## config.mk

```make
export PLATFORM = sky130hd
export DESIGN_NAME = pwm_prescaled
export DESIGN_NICKNAME = d
export VERILOG_FILES = /design/src/rtl/pwm_prescaled.sv
export SDC_FILE = /design/constraint.sdc
export NUM_CORES = 1
export LEC_CHECK = 0
export ABC_AREA = 0
export BUFFER_PORTS_ARGS = -buffer_cell sky130_fd_sc_hd__buf_2
export CELL_PAD_IN_SITES_DETAIL_PLACEMENT = 1
export CELL_PAD_IN_SITES_GLOBAL_PLACEMENT = 1
export CORE_UTILIZATION = 49
export DETAILED_ROUTE_END_ITERATION = 10
export PLACE_DENSITY = 0.9
export SETUP_SLACK_MARGIN = 0.02
export SLEW_MARGIN = 20
export SYNTH_ARGS = -nofsm -noshare
export SYNTH_HDL_FRONTEND = slang
export SYNTH_SLANG_ARGS = --single-unit
```

## constraint.sdc

```tcl
create_clock -name clk -period 8.1 [get_ports clk]
set_input_delay 0.81 -clock clk [delete_from_list [all_inputs] [get_ports clk]]
set_output_delay 0.81 -clock clk [all_outputs]
set_load 0.02 [all_outputs]
```

## src/rtl/pwm_prescaled.sv

```systemverilog
module pwm_prescaled #(
  parameter int CW  = 16,
  parameter int PSW = 17
) (
  input  logic        clk,
  input  logic        rst_n,
  input  logic        bus_wr,
  input  logic [2:0]  bus_addr,
  input  logic [31:0] bus_wdata,
  output logic [31:0] bus_rdata,
  output logic        pwm_out
);

  function automatic logic [PSW-1:0] div_of(input logic [3:0] c);
    case (c)
      4'd0:    div_of = PSW'(120);
      4'd1:    div_of = PSW'(180);
      4'd2:    div_of = PSW'(240);
      4'd3:    div_of = PSW'(360);
      4'd4:    div_of = PSW'(480);
      4'd8:    div_of = PSW'(12000);
      4'd9:    div_of = PSW'(24000);
      4'd10:   div_of = PSW'(36000);
      4'd11:   div_of = PSW'(48000);
      4'd12:   div_of = PSW'(72000);
      4'd15:   div_of = PSW'(1);
      default: div_of = '0;
    endcase
  endfunction

  logic [3:0]     code;
  logic           en, act, gate;
  logic [CW-1:0]  per_p, duty_p, per_a, duty_a, cnt;
  logic [PSW-1:0] pcnt;

  wire            ctrl_wr = bus_wr & ~bus_addr[2];
  wire            tim_wr  = bus_wr &  bus_addr[2];
  wire            run     = en & gate;
  wire [PSW-1:0]  div     = div_of(code);
  wire            valid   = div != '0;
  wire            tick    = run & valid & (pcnt == div - 1'b1);
  wire [CW-1:0]   per_eff = (per_a == '0) ? CW'(1) : per_a;
  wire            wrap    = tick & (cnt >= per_eff - 1'b1);

  always_ff @(posedge clk or negedge rst_n) begin
    if (!rst_n) begin
      code <= '0; en <= 1'b0; act <= 1'b0; gate <= 1'b0;
    end else if (ctrl_wr) begin
      en   <= bus_wdata[4];
      act  <= bus_wdata[5];
      gate <= bus_wdata[6];
      if (!gate) code <= bus_wdata[3:0];
    end
  end

  always_ff @(posedge clk or negedge rst_n) begin
    if (!rst_n) begin
      per_p <= '0; duty_p <= '0;
    end else if (tim_wr) begin
      per_p  <= bus_wdata[16 +: CW];
      duty_p <= bus_wdata[0 +: CW];
    end
  end

  always_ff @(posedge clk or negedge rst_n) begin
    if (!rst_n) begin
      per_a <= '0; duty_a <= '0;
    end else if (!run || wrap) begin
      per_a  <= per_p;
      duty_a <= duty_p;
    end
  end

  always_ff @(posedge clk or negedge rst_n) begin
    if (!rst_n)              pcnt <= '0;
    else if (!run || !valid) pcnt <= '0;
    else if (tick)           pcnt <= '0;
    else                     pcnt <= pcnt + 1'b1;
  end

  always_ff @(posedge clk or negedge rst_n) begin
    if (!rst_n)    cnt <= '0;
    else if (!run) cnt <= '0;
    else if (wrap) cnt <= '0;
    else if (tick) cnt <= cnt + 1'b1;
  end

  assign pwm_out   = (run && cnt < duty_a) ? act : ~act;
  assign bus_rdata = bus_addr[2] ? {16'(per_p), 16'(duty_p)}
                                 : {25'd0, gate, act, en, code};

  a_r3_code_locked: assert property (@(posedge clk) disable iff (!rst_n)
    (ctrl_wr && gate) |=> $stable(code));

  a_r4_reserved_hold: assert property (@(posedge clk) disable iff (!rst_n)
    (run && !valid) |=> $stable(cnt));

  a_r5_cnt_in_period: assert property (@(posedge clk) disable iff (!rst_n)
    run |-> (cnt < per_eff));

  a_r8_stop_clears: assert property (@(posedge clk) disable iff (!rst_n)
    !run |=> (cnt == '0 && pcnt == '0));

  a_r9_shadow_hold: assert property (@(posedge clk) disable iff (!rst_n)
    (run && !wrap) |=> ($stable(per_a) && $stable(duty_a)));

endmodule

```

==> results.sh, run 1 <==
export IMPL_cts_tree="built"
export IMPL_setup_violations=0
export IMPL_hpwl_mm=11.7
export IMPL_wl_per_cell_um=20.1
export IMPL_initial_core_util_pct=50.9
export IMPL_clk_latency_ns=0.36
export IMPL_layout_drive_gt1_share_pct=22.2
export IMPL_ys_types=60
export IMPL_vias_per_cell=5.95
export IMPL_critPathKind="reg -> reg"
export IMPL_port_buffers=68
export IMPL_synth_area_top_cells="dfrtp_1 42%, mux2_2 10%, ha_1 7.5%, o21ai_0 3.6%, xnor2_1 3.5%"
export IMPL_finalCritPeriodShare_pct=73.5
export IMPL_status="finished, final reports clean"
export IMPL_timing_rr_end="per_a[11]$_DFFE_PN0P_"
export IMPL_ff2ff_path_depth=20
export IMPL_async_flop_share_pct=100
export IMPL_syn_inst=634
export IMPL_endpoint_kind="register"
export IMPL_diodes=0
export IMPL_multi_input_area_um2=3360
export IMPL_post_cts_setup_buffer_count=0
export IMPL_cts_root_buf="clkbuf_16"
export IMPL_post_place_ws_ns=2.61
export IMPL_post_cts_resize_count=0
export IMPL_ys_flop_type="dfrtp_1"
export IMPL_crit_required_ns=8.34
export IMPL_whs_ns=0.442
export IMPL_core_area_um2=12200
export IMPL_dieWidth_um=114
export IMPL_synth_edf_count=0
export IMPL_leakage_nw=3.22
export IMPL_die_area_um2=13100
export IMPL_ff_latch_area_um2=2600
export IMPL_critPathArrivalTime_ns=6.20
export IMPL_nFillCells=1375
export IMPL_globalplace_congestion=0.824
export IMPL_synth_warnings=0
export IMPL_rsz0062_at_grt="false"
export IMPL_avgSynthCellArea_um2=9.76
export IMPL_drc_errors=0
export IMPL_cts_made_buffers=9
export IMPL_vias=5132
export IMPL_setup_tns_ns=0
export IMPL_ys_seq_elements=104
export IMPL_slew_headroom_pct=43.9
export IMPL_max_freq_mhz=168
export IMPL_power_density_nw_per_um2=223
export IMPL_cts_max_path_buffers=2
export IMPL_worst_path_max_fanout=40
export IMPL_htree_levels=3
export IMPL_num_io_pins=71
export IMPL_grt_overflow=0
export IMPL_drv_slew=0
export IMPL_synth_top_area_share_pct=42.0
export IMPL_cts_sinks=104
export IMPL_postCtsHoldBufs=0
export IMPL_post_synth_most_frequent_cells="104 x dfrtp_1, 57 x mux2_2, 54 x nand2_1"
export IMPL_netlist_area_um2=6190
export IMPL_dieHeight_um=114
export IMPL_stdcell_area_um2=6960
export IMPL_min_path_type="in -> async"
export IMPL_antenna_found_initial=0
export IMPL_ant_nets=0
export IMPL_synth_largest_area_cell="dfrtp_1"
export IMPL_peakVddDrop_mv=0.168
export IMPL_nets=765
export IMPL_drt_wl_total_mm=17.4
export IMPL_drt_pass1_iter_count=5
export IMPL_synthesis_nets=709
export IMPL_power_total_mw=1.56
export IMPL_rr_startpoint="per_a[6]$_DFFE_PN0P_"
export IMPL_fin_skew_ns=0.0101
export IMPL_track_usage_pct=28.7
export IMPL_area_delta_synth_final_pct=12.5
export IMPL_grt_pass1_wl_mm=28.8
export IMPL_synth_seq_area_share_pct=42.0
export IMPL_clkTransAtPathRegs_ns=0.07
export IMPL_worstSetupStartpointType="register"
export IMPL_grt_pass1_vias=5536
export IMPL_num_rows=40
export IMPL_tightest_slew_ns=0.842
export IMPL_grt_max_degree=61
export IMPL_first_iter_violations=275
export IMPL_fin_crit_ns=5.95
export IMPL_synth_most_common_cell="dfrtp_1"
export IMPL_worst_slack_ns=2.15
export IMPL_ff2ff_setup_slack_ns=2.15
export IMPL_cap_violations=0
export IMPL_placed_area_um2=6660
export IMPL_hold_violations=0
==> worst max-delay path: stages (launching register included) <==
cell      delay (ns)
dfrtp_1         0.45
nor3_1          0.31
nand2b_1        0.19
nor4_1          0.38
nand2b_1        0.17
or3_1           0.39
nor2_1          0.34
nor2_1          0.13
ha_1            0.25
xnor2_1         0.16
ha_1            0.33
nand2_1         0.06
o21ai_0         0.17
a41oi_1         0.17
o21ai_0         0.27
a221oi_1        0.12
o21ai_0         0.21
buf_4           0.23
a31o_2          0.73
buf_4           0.38
mux2_2          0.37
==> sequential cells by signal (all words and copies together), names as in the netlist <==
| name | count |
|---|---|
| en | 1 |
| code | 4 |
| cnt | 16 |
| duty_p | 16 |
| per_p | 16 |
| pcnt | 17 |
| per_a | 16 |
| gate | 1 |
| duty_a | 16 |
| act | 1 |
==> power by group <==
part           switching [mW]  internal, mW
sequential             0.0758         0.589
clock                   0.212         0.251
combinational           0.247         0.181
==> routing by layer <==
layer  vias to the layer above  wire length (um)  global-route usage, %
li1                       2352                 -                      -
met1                      2602              6970                   32.5
met2                       142              9270                   52.8
met3                        36               637                   5.66
met4                         0               482                   11.3
met5                         -                 0                      0
==> worst max-delay path by stage <==
stage | start | to | cells past startpoint
5_1_grt | per_a[6]$_DFFE_PN0P_ | per_a[14]$_DFFE_PN0P_ | 20
2_1_floorplan | per_a[6]$_DFFE_PN0P_ | per_a[10]$_DFFE_PN0P_ | 20
4_1_cts | per_a[6]$_DFFE_PN0P_ | per_a[11]$_DFFE_PN0P_ | 20
3_3_place_gp | per_a[6]$_DFFE_PN0P_ | per_a[12]$_DFFE_PN0P_ | 20
3_5_place_dp | per_a[6]$_DFFE_PN0P_ | per_a[11]$_DFFE_PN0P_ | 20
6_report | per_a[6]$_DFFE_PN0P_ | per_a[11]$_DFFE_PN0P_ | 20
==> cells by family after synthesis <==
| kind of cell | after synthesis | synth area share (%) |
|---|---|---|
| AND/OR/NAND/NOR | 230 | 19.6 |
| AO/OA/AOI/OAI | 107 | 10.8 |
| flip-flops | 104 | 42.0 |
| multiplexers | 60 | 10.9 |
| buffers and inverters | 56 | 3.62 |
| XOR/XNOR | 40 | 5.66 |
| adder cells (fa/ha/maj) | 37 | 7.48 |
==> area by class of cell <==
cell class                      count  area share [%]
Multi-Input combinational cell    474            48.3
Clock inverter                      5           0.898
Timing Repair Buffer               72            5.35
Tap cell                          168            3.02
Clock buffer                       11            3.49
Sequential cell                   104            37.4
Inverter                           29            1.56
==> placed cells by master (no fill, tap or decap), types with 13 or more instances in the layout <==
cell,count
dfrtp_1,104
buf_2,67
mux2_2,57
nand2_1,54
nor2_1,52
o21ai_0,44
ha_1,37
inv_1,29
and2_1,26
xnor2_1,25
a21oi_1,16
xor2_1,15
nand3_1,14
and3_1,13
a21o_1,13
==> per-stage QoR <==
| stage | instances | utilization [%] |
|---|---|---|
| 2_1_floorplan | 634 | - |
| 5_1_grt | 863 | 57.3 |
| 3_3_place_gp | 847 | 54.8 |
| 4_1_cts | 863 | 57.3 |
| 6_report | 863 | 57.3 |
| 3_5_place_dp | 847 | 54.8 |
No activity file was read; power rests on OpenSTA's default activity.
==> run 2, diff against run 1 <==
Settings changed: CORE_UTILIZATION 49 to 41, PLACE_DENSITY 0.9 to 0.81.
Clock period 8.1 ns to 5.15 ns, I/O delays scaled along.
==> run 2 against run 1 <==
- the flow now finishes with violations (design-rule violations)
- register-to-register slack worse by 1.6 ns
- final area is 0.36% higher
- clock power is 46% higher
- routed wire length decreased by 12%
- maximum frequency grew 29%
- sequential cell count is the same
- clock-buffer cell count is 1 lower
- combinational power up 52%
- via count fell by 4.0%
- sequential power rose by 57%
- global-route usage fell by 8.2 points
- largest cell class unchanged
==> results.sh, run 2 (same netlist as run 1, synthesis figures left out) <==
export IMPL_regMostFlops="pcnt"
export IMPL_htree_levels=3
export IMPL_dieWidth_um=125
export IMPL_leakage_nw=3.22
export IMPL_pwr_share_clk_pct=28.6
export IMPL_min_path_type="in -> async"
export IMPL_core_area_um2=14600
export IMPL_largest_reg_flops=17
export IMPL_worst_slack_ns=0.551
export IMPL_worstSetupStartpointType="register"
export IMPL_placed_area_um2=6680
export IMPL_cts_sinks=104
export IMPL_power_total_mw=2.36
export IMPL_drc_errors=2
export IMPL_clk_latency_ns=0.35
export IMPL_fin_util_pct=47.7
export IMPL_post_place_ws_ns=0.119
export IMPL_stdcell_area_um2=6990
export IMPL_area_delta_synth_final_pct=12.9
export IMPL_ant_nets=0
export IMPL_num_rows=44
export IMPL_peakVddDrop_mv=0.219
export IMPL_status="finished with violations"
export IMPL_tightest_slew_ns=0.775
export IMPL_cts_max_path_buffers=2
export IMPL_final_common_cell="dfrtp_1"
export IMPL_worst_path_max_fanout=14
export IMPL_rsz0062_at_grt="false"
export IMPL_cts_tree="built"
export IMPL_power_density_nw_per_um2=338
export IMPL_grt_pass1_wl_mm=25.9
export IMPL_crit_required_ns=5.44
export IMPL_setup_tns_ns=0
export IMPL_switching_share_pct=34.5
export IMPL_endpoint_kind="register"
export IMPL_fin_skew_ns=0.0116
export IMPL_drt_wl_total_mm=15.3
export IMPL_final_cells=880
export IMPL_nFillCells=1663
export IMPL_vias=4929
export IMPL_hpwl_mm=11.1
export IMPL_finalCritPeriodShare_pct=89.3
export IMPL_critPathArrivalTime_ns=4.89
export IMPL_globalplace_congestion=0.863
export IMPL_placed_cells=863
export IMPL_initial_core_util_pct=42.3
export IMPL_dieHeight_um=125
export IMPL_antenna_found_initial=0
export IMPL_track_usage_pct=20.5
export IMPL_nets=766
export IMPL_num_io_pins=71
export IMPL_cap_violations=0
export IMPL_postCtsHoldBufs=0
export IMPL_final_cell_mix="104 x dfrtp_1, 67 x buf_2, 57 x mux2_2"
export IMPL_layout_drive_gt1_share_pct=22.4
export IMPL_drv_slew=0
export IMPL_violations="design-rule violations"
export IMPL_critPathKind="reg -> reg"
export IMPL_grt_max_degree=61
export IMPL_fin_crit_ns=4.60
export IMPL_p_sw_mw=0.816
export IMPL_cts_made_buffers=9
export IMPL_diodes=0
export IMPL_drt_pass1_iter_count=7
export IMPL_die_area_um2=15600
export IMPL_first_iter_violations=177
export IMPL_max_freq_mhz=217
export IMPL_p_int_mw=1.55
export IMPL_vias_per_cell=5.60
export IMPL_setup_violations=0
export IMPL_grt_pass1_vias=5355
export IMPL_p_comb_share_pct=27.5
export IMPL_hold_violations=0
export IMPL_wl_per_cell_um=17.4
export IMPL_cts_root_buf="clkbuf_16"
export IMPL_p_seq_share_pct=43.9
export IMPL_slew_headroom_pct=48.4
export IMPL_clkTransAtPathRegs_ns=0.08
export IMPL_grt_overflow=0
export IMPL_whs_ns=0.161
export IMPL_port_buffers=68
run 2: path summary, 6_finish.rpt:
kind / startpoint / to / slack [ns] / cells after the start
hold reg to reg: duty_p[13]$_DFFE_PN0P_ / duty_a[13]$_DFFE_PN0P_ / 0.50 / 2
min in group clk: bus_wdata[1] / code[1]$_DFFE_PN0P_ / 0.38 / 3
hold / removal: rst_n / code[3]$_DFFE_PN0P_ / 0.16 / 1
setup reg to reg: per_a[6]$_DFFE_PN0P_ / cnt[2]$_DFFE_PN0P_ / 0.55 / 21
setup / recovery: per_a[6]$_DFFE_PN0P_ / cnt[2]$_DFFE_PN0P_ / 0.55 / 21
max in group asynchronous: rst_n / cnt[6]$_DFFE_PN0P_ / 3.78 / 2
run 2: cell type report:
type | instances | area, um2 | share of cell area (%)
multi-input combinational | 475 | 3390 | 48.5
clock inverter | 6 | 57.6 | 0.823
tap | 184 | 230 | 3.29
timing repair buffer | 72 | 373 | 5.33
sequential | 104 | 2600 | 37.2
inverter | 29 | 109 | 1.56
clock buffer | 10 | 229 | 3.28
run 2: repair_timing:
action | 4_1_cts | 5_1_grt
endpoints found under the setup margin | 0 | 27
setup buffers | 0 | 0
gates resized for setup | 0 | 2
run 2: power by group through the flow:
stage,Clock (mW),Combinational (mW),Sequential (mW)
after global placement,0,0.605,1.04
after global routing,0.719,0.727,1.06
final,0.677,0.651,1.04
after CTS,0.695,0.649,1.04
after floorplan,0,0.495,1.00
after detailed placement,0,0.643,1.05
run 2: worst max-delay path, stage by stage (launching register included):
cell and delay, ns:
dfrtp_1 0.43, nor3_1 0.28, nand2b_1 0.18, nor4_2 0.25, nand2b_1 0.12, or3_1 0.36
nor2_1 0.16, nor2_1 0.08, ha_1 0.22, nand2_1 0.09, xor2_1 0.18, ha_1 0.27
nand3_1 0.11, nand2_1 0.07, a41oi_1 0.18, o21ai_0 0.13, a221oi_1 0.25, o21ai_1 0.21
buf_4 0.24, or3b_2 0.47, o22ai_1 0.16, a21o_1 0.10
run 2: metal layers:
| metal | share of wire [%] | track usage (%) |
|---|---|---|
| met5 | 0 | 0 |
| met4 | 1.7 | 5.16 |
| met3 | 3.0 | 3.82 |
| met2 | 54 | 38.9 |
| met1 | 41 | 23.5 |
